<file path="config.mk">
export PLATFORM = sky130hd
export DESIGN_NAME = bias_loop_ctrl
export DESIGN_NICKNAME = d
export VERILOG_FILES = /design/src/rtl/blc_pkg.sv /design/src/rtl/blc_tick_gen.sv /design/src/rtl/blc_setpoint_ramp.sv /design/src/rtl/blc_integrator.sv /design/src/rtl/bias_loop_ctrl.sv
export SDC_FILE = /design/constraint.sdc
export NUM_CORES = 1
export LEC_CHECK = 0
export CAP_MARGIN = 25
export CORE_MARGIN = 5
export CORE_UTILIZATION = 44
export DETAILED_ROUTE_END_ITERATION = 10
export HOLD_SLACK_MARGIN = 0.15
export PLACE_DENSITY = 0.7
export SETUP_SLACK_MARGIN = 0.05
export SLEW_MARGIN = 10
export SYNTH_ARGS = -nofsm -noshare
export SYNTH_HDL_FRONTEND = slang
export SYNTH_HIERARCHICAL = 1
export SYNTH_SLANG_ARGS = --single-unit
</file>
<file path="constraint.sdc">
create_clock -name clk_i -period 2.8 [get_ports clk_i]
set_input_delay 0.84 -clock clk_i [delete_from_list [all_inputs] [get_ports clk_i]]
set_output_delay 0.84 -clock clk_i [all_outputs]
set_load 0.005 [all_outputs]
</file>
<file path="src/rtl/blc_pkg.sv">
package blc_pkg;

  typedef enum logic [1:0] {
    SRC_OPEN  = 2'd0,
    SRC_LOOP  = 2'd1,
    SRC_CLAMP = 2'd2
  } dac_src_e;

  // Largest ramp step per tick for a given select value.
  function automatic int unsigned ramp_step(input int unsigned dw, input logic [3:0] sel);
    int unsigned sh;
    sh = (32'(sel) > dw - 1) ? dw - 1 : 32'(sel);
    return 32'd1 << (dw - 1 - sh);
  endfunction

endpackage

</file>
<file path="src/rtl/blc_tick_gen.sv">
module blc_tick_gen #(
  parameter int unsigned TICK_CYC = 50000
) (
  input  logic clk_i,
  input  logic rst_ni,
  output logic tick_o
);
  localparam int unsigned CW = (TICK_CYC > 1) ? $clog2(TICK_CYC) : 1;
  localparam logic [CW-1:0] LAST = CW'(TICK_CYC - 1);

  logic [CW-1:0] cnt_q, cnt_d;

  always_comb begin
    tick_o = (cnt_q == LAST);
    cnt_d  = tick_o ? '0 : cnt_q + 1'b1;
  end

  always_ff @(posedge clk_i or negedge rst_ni) begin
    if (!rst_ni) cnt_q <= '0;
    else         cnt_q <= cnt_d;
  end
endmodule

</file>
<file path="src/rtl/blc_setpoint_ramp.sv">
module blc_setpoint_ramp
  import blc_pkg::*;
#(
  parameter int unsigned DW = 12
) (
  input  logic          clk_i,
  input  logic          rst_ni,
  input  logic          tick_i,
  input  logic [DW-1:0] target_i,
  input  logic [3:0]    sel_i,
  output logic [DW-1:0] ramp_o
);
  localparam int unsigned XW = DW + 2;

  logic [DW-1:0]        ramp_q, ramp_d;
  logic signed [XW-1:0] diff, step_s;

  always_comb begin
    step_s = $signed(XW'(ramp_step(DW, sel_i)));
    diff   = $signed({2'b00, target_i}) - $signed({2'b00, ramp_q});
    ramp_d = ramp_q;
    if (tick_i) begin
      if (diff > step_s)       ramp_d = ramp_q + DW'(step_s);
      else if (diff < -step_s) ramp_d = ramp_q - DW'(step_s);
      else                     ramp_d = target_i;
    end
  end

  always_ff @(posedge clk_i or negedge rst_ni) begin
    if (!rst_ni) ramp_q <= '0;
    else         ramp_q <= ramp_d;
  end

  assign ramp_o = ramp_q;
endmodule

</file>
<file path="src/rtl/blc_integrator.sv">
module blc_integrator #(
  parameter int unsigned DW     = 12,
  parameter int unsigned FRAC_W = 6
) (
  input  logic                 clk_i,
  input  logic                 rst_ni,
  input  logic                 tick_i,
  input  logic                 loop_en_i,
  input  logic                 freeze_i,
  input  logic                 fresh_i,
  input  logic [DW-1:0]        ramp_i,
  input  logic [DW-1:0]        sample_i,
  input  logic [DW-1:0]        preload_i,
  output logic [DW+FRAC_W-1:0] acc_o,
  output logic [DW-1:0]        code_next_o
);
  localparam int unsigned AW = DW + FRAC_W;
  localparam int unsigned SW = AW + 2;
  localparam logic [AW-1:0] ACC_MAX = '1;

  logic [AW-1:0]        acc_q, acc_d;
  logic signed [DW:0]   err;
  logic signed [SW-1:0] err_x, sum;
  logic                 step_en;

  always_comb begin
    err     = $signed({1'b0, ramp_i}) - $signed({1'b0, sample_i});
    err_x   = {{(SW-DW-1){err[DW]}}, err};
    sum     = $signed({2'b00, acc_q}) + err_x;
    step_en = tick_i && !freeze_i && fresh_i;
    acc_d   = acc_q;
    if (!loop_en_i) begin
      acc_d = {preload_i, {FRAC_W{1'b0}}};
    end else if (step_en) begin
      if (sum < 0)                             acc_d = '0;
      else if (sum > $signed({2'b00, ACC_MAX})) acc_d = ACC_MAX;
      else                                     acc_d = sum[AW-1:0];
    end
    code_next_o = acc_d[AW-1:FRAC_W];
  end

  always_ff @(posedge clk_i or negedge rst_ni) begin
    if (!rst_ni) acc_q <= '0;
    else         acc_q <= acc_d;
  end

  assign acc_o = acc_q;
endmodule

</file>
<file path="src/rtl/bias_loop_ctrl.sv">
module bias_loop_ctrl
  import blc_pkg::*;
#(
  parameter int unsigned DW       = 12,
  parameter int unsigned FRAC_W   = 6,
  parameter int unsigned TICK_CYC = 50000
) (
  input  logic          clk_i,
  input  logic          rst_ni,
  input  logic          loop_en_i,
  input  logic          clamp_i,
  input  logic          resume_hold_i,
  input  logic          conv_restart_i,
  input  logic [DW-1:0] setpoint_i,
  input  logic [3:0]    ramp_sel_i,
  input  logic          adc_valid_i,
  input  logic [DW-1:0] adc_data_i,
  input  logic [DW-1:0] ol_data_i,
  input  logic [DW-1:0] clamp_code_i,
  input  logic          alarm_en_i,
  input  logic [DW-1:0] alarm_thr_i,
  output logic [DW-1:0] dac_code_o,
  output logic          conv_en_o,
  output logic          alarm_o
);
  localparam int unsigned AW = DW + FRAC_W;

  // reset synchronizer: asserts at once, releases after two clocks
  logic [1:0] rst_sync_q;
  logic       core_rst_n;

  always_ff @(posedge clk_i or negedge rst_ni) begin
    if (!rst_ni) rst_sync_q <= 2'b00;
    else         rst_sync_q <= {rst_sync_q[0], 1'b1};
  end
  assign core_rst_n = rst_sync_q[1];

  logic          tick;
  logic [DW-1:0] ramp_code;
  logic [AW-1:0] acc_q;
  logic [DW-1:0] loop_code;

  blc_tick_gen #(.TICK_CYC(TICK_CYC)) u_tick (
    .clk_i  (clk_i),
    .rst_ni (core_rst_n),
    .tick_o (tick)
  );

  blc_setpoint_ramp #(.DW(DW)) u_ramp (
    .clk_i    (clk_i),
    .rst_ni   (core_rst_n),
    .tick_i   (tick),
    .target_i (setpoint_i),
    .sel_i    (ramp_sel_i),
    .ramp_o   (ramp_code)
  );

  // sample capture: held sample plus "arrived since last tick" flag
  logic [DW-1:0] samp_q, samp_d;
  logic          fresh_q, fresh_d;
  logic          samp_take;

  always_comb begin
    samp_take = adc_valid_i && conv_en_o;
    samp_d    = samp_take ? adc_data_i : samp_q;
    fresh_d   = fresh_q;
    if (samp_take) fresh_d = 1'b1;
    else if (tick) fresh_d = 1'b0;
  end

  always_ff @(posedge clk_i or negedge core_rst_n) begin
    if (!core_rst_n) begin
      samp_q  <= '0;
      fresh_q <= 1'b0;
    end else begin
      samp_q  <= samp_d;
      fresh_q <= fresh_d;
    end
  end

  blc_integrator #(.DW(DW), .FRAC_W(FRAC_W)) u_integ (
    .clk_i       (clk_i),
    .rst_ni      (core_rst_n),
    .tick_i      (tick),
    .loop_en_i   (loop_en_i),
    .freeze_i    (clamp_i),
    .fresh_i     (fresh_q),
    .ramp_i      (ramp_code),
    .sample_i    (samp_q),
    .preload_i   (ol_data_i),
    .acc_o       (acc_q),
    .code_next_o (loop_code)
  );

  // conversion gating with post-clamp hold
  logic hold_q, hold_d, conv_d;

  always_comb begin
    if (clamp_i)             hold_d = resume_hold_i;
    else if (conv_restart_i) hold_d = 1'b0;
    else                     hold_d = hold_q;
    conv_d = !clamp_i && !hold_d;
  end

  // output selection and alarm
  dac_src_e      src;
  logic [DW-1:0] dac_d;
  logic          alarm_d;

  always_comb begin
    if (clamp_i)        src = SRC_CLAMP;
    else if (loop_en_i) src = SRC_LOOP;
    else                src = SRC_OPEN;
    unique case (src)
      SRC_CLAMP: dac_d = clamp_code_i;
      SRC_LOOP:  dac_d = loop_code;
      default:   dac_d = ol_data_i;
    endcase
    alarm_d = alarm_en_i && (dac_d > alarm_thr_i);
  end

  always_ff @(posedge clk_i or negedge core_rst_n) begin
    if (!core_rst_n) begin
      hold_q     <= 1'b0;
      conv_en_o  <= 1'b0;
      dac_code_o <= '0;
      alarm_o    <= 1'b0;
    end else begin
      hold_q     <= hold_d;
      conv_en_o  <= conv_d;
      dac_code_o <= dac_d;
      alarm_o    <= alarm_d;
    end
  end
endmodule

</file>
==> results.cfg <==
[synth]
ys_types = 88
yosys-top-cells-count = ha_1 (107), inv_1 (83), dfrtp_1 (76)
ys_seq_elements = 76
netlist_area_um2 = 7950
netlist_instances = 950
synth_flop_cell = dfrtp_1
yosysMostFrequentCell = ha_1
yosys_warnings = 6
synth_area_leaders = dfrtp_1 (24%), ha_1 (17%), inv_1 (3.9%), a21oi_1 (3.8%), nand2_1 (3.4%)
yosysTopAreaCellShare = 0.239
syn_area_per_cell_um2 = 8.36
async_flop_share = 1.00
synth-edff-count = 0
yosysSeqAreaShare = 0.239
yosysTopAreaCell = dfrtp_1

[sta]
fmax_mhz = 194
finalHoldViolations = 0
drv_slew = 0
period_needed_ns = 5.15
finalSetupTns_ns = -60.64
fin_ws_ns = -2.35
setup_viol = 43
rsz0062_at_grt = yes
fin_crit_sh = 1.84
fin_worst_skew_ns = 0.0111

[global_route]
groute.usage.overall = 0.242
use_met1 = 0.279
busiest_layer = met2
globalRouteOverflowTotal = 0
grt_max_degree = 75
gr-usage-met3 = 0.0397
grt_pass1_wl_um = 40600
grt_pass1_vias = 8731
antenna_found_initial = 0
grtUsageMet2 = 0.443

[power_and_ir_drop]
p_leak_nw = 5.96
total_power_mw = 7.24
clkPwrFrac = 0.174
power_frac_comb = 0.651
p_sw_frac = 0.389
p_sw_mw = 2.82
ir_drop_uv = 375
p_per_area_nw_per_um2 = 577
seqPwrFrac = 0.175
p_int_mw = 4.42

[clock_network]
cts_tree = built
cts.path.max_buffers = 2
cts_buffers = 9
cts_num_sinks = 76
cts.clk_slew.worst_paths_ns = 0.07
clk_latency_ns = 0.36
hold_buffers = 0
cts_root_buffer = clkbuf_16
htree_levels = 3

[setup_path]
worst_path_largest_cell_delay_ns = 0.38
critPathRequiredTime_ns = 3.02
rr_worst_depth = 26
critical_path.top_delay_family = compound AO/OA/AOI/OAI gates
cp.arrival_ns = 5.37
r2r_start = u_ramp/ramp_o[0]
startpoint_type = flip-flop
critPathMaxFanout = 7
r2r_slack_ns = -2.35
reg2reg_to = alarm_o
crit_cells = 26
crit_path_end_kind = flip-flop
cp_slowest_cell = dfrtp_1
cp_num_buf_inv = 3
critPathKind = reg2reg

[run_status]
status = finished with violations
violations = negative setup slack

[cells_and_area]
area_growth_pct = 57.8
drive_gt1_frac = 0.360
nets = 1510
utilization = 0.703
antenna_cells = 0

[floorplan]
pin_count = 86
initial_utilization = 0.445
die_h_um = 144
core_area_um2 = 17800
die_w_um = 144
dieArea_um2 = 20800
row_count = 49

[min_path]
min_path_type = reg2async

[routing]
dr.pass1.iters = 5
routed_wl_um = 26400
drc = 0
ant_nets = 0
vias_per_cell = 5.57
wl_per_cell_um = 16.9
vias = 8696
first_iter_violations = 688

[flow_run]
maxCapViolations = 0

[placed_design]
io_buffers = 85
globalplace.congestion = 0.919
dp_hpwl_um = 18700
[worst reg2reg max path: stages (launching register included)]
cell and delay (ns):
dfrtp_1 0.38, inv_1 0.07, ha_2 0.19, fa_2 0.22, nor2b_2 0.05, o2111a_2 0.29
o31ai_4 0.24, a21oi_4 0.12, o41ai_4 0.26, buf_6 0.20, ha_4 0.23, a21o_1 0.20
a21oi_1 0.22, nor2_1 0.08, a21oi_1 0.19, o211a_4 0.25, buf_4 0.14, and4_4 0.32
nor3_2 0.07, o21ai_1 0.19, mux2i_1 0.11, o21ai_1 0.17, ha_1 0.26, nor2b_1 0.14
o211ai_1 0.19, a211o_1 0.16, a31oi_1 0.07
[stage by stage]
step	std cells	hold WS [ns]	cell area (um^2)	setup slack, ns
after CTS	1555	0.350	12200	-2.23
after detailed placement	1486	0.337	11000	-2.43
after global placement	1486	0.339	11000	-2.35
after global routing	1560	0.297	12500	-2.63
final	1560	0.252	12500	-2.35
after floorplan	953	0.331	8220	-2.19
[metal layers]
layer	vias up	wire length, um	share of wire
li1	4174	-	-
met1	4088	10500	0.40
met2	334	13400	0.51
met3	100	1510	0.057
met4	0	987	0.037
met5	-	0	0
[worst max-delay path by stage]
stage,slack (ns),startpoint,endpoint
floorplan,-2.19,u_ramp/ramp_o[1],alarm_o
global placement,-2.35,u_ramp/ramp_o[0],alarm_o
detailed placement,-2.43,setpoint_i[0],u_ramp/ramp_o[11]
CTS,-2.23,u_ramp/ramp_o[0],alarm_o
global route,-2.63,u_ramp/ramp_o[1],alarm_o
finish,-2.35,u_ramp/ramp_o[0],alarm_o
[cell type report]
type | count | area (um^2)
Sequential cell | 76 | 1910
Clock buffer | 13 | 270
Tap cell | 229 | 287
Timing Repair Buffer | 403 | 3410
Fill cell | 1288 | 5310
Clock inverter | 3 | 43.8
Inverter | 84 | 318
Multi-Input combinational cell | 752 | 6300
[power by group through the flow]
stage	clock [mW]	sequential (mW)	combinational [mW]
2_1_floorplan	0	1.27	2.18
3_3_place_gp	0	1.29	3.58
3_5_place_dp	0	1.29	3.66
4_1_cts	1.27	1.28	4.24
5_1_grt	1.33	1.27	5.05
6_report	1.26	1.26	4.71
[logic make-up after synthesis]
kind of cell / count (synthesis) / synth area share
AND/OR/NAND/NOR: 302 / 0.198
AO/OA/AOI/OAI: 250 / 0.213
buffers and inverters: 125 / 0.0693
adder cells (fa/ha/maj): 112 / 0.181
flip-flops: 76 / 0.239
XOR/XNOR: 50 / 0.0551
multiplexers: 32 / 0.0427
other: 3 / 0.00142
[layout by cell type, fill, tap and decap left out, types with 12 or more instances in the layout]
cell type and n:
nand2b_1 21, mux2_2 12, o211ai_1 13, nand4_1 14, xnor2_1 26, o21ai_1 17, nor2b_1 17, nor2_1 56
xor2_1 22, nand2_1 71, dfrtp_1 75, ha_1 92, a21o_1 14, nand3_1 15, a21oi_2 18, buf_4 282
a21oi_1 40, nor3_1 20, mux2i_1 16, ha_4 14, o21ai_0 31, inv_1 79, clkdlybuf4s50_1 82, buf_6 33
[state kept, by name (all words and copies together), names as in the netlist]
register	count
fresh_q	1
hold_q	1
conv_en_o	1
u_tick/cnt_q	16
u_integ/acc_o	18
u_ramp/ramp_o	12
dac_code_o	12
rst_sync_q	2
samp_q	12
alarm_o	1
[repair_timing]
item | in CTS | in global routing
buffers inserted | 54 | 17
endpoints found under the setup margin | 43 | 43
gates cloned | 0 | 0
resized for setup | 108 | 50
pin swaps | 87 | 42
Note: power is estimated with default switching activity, not from simulation.
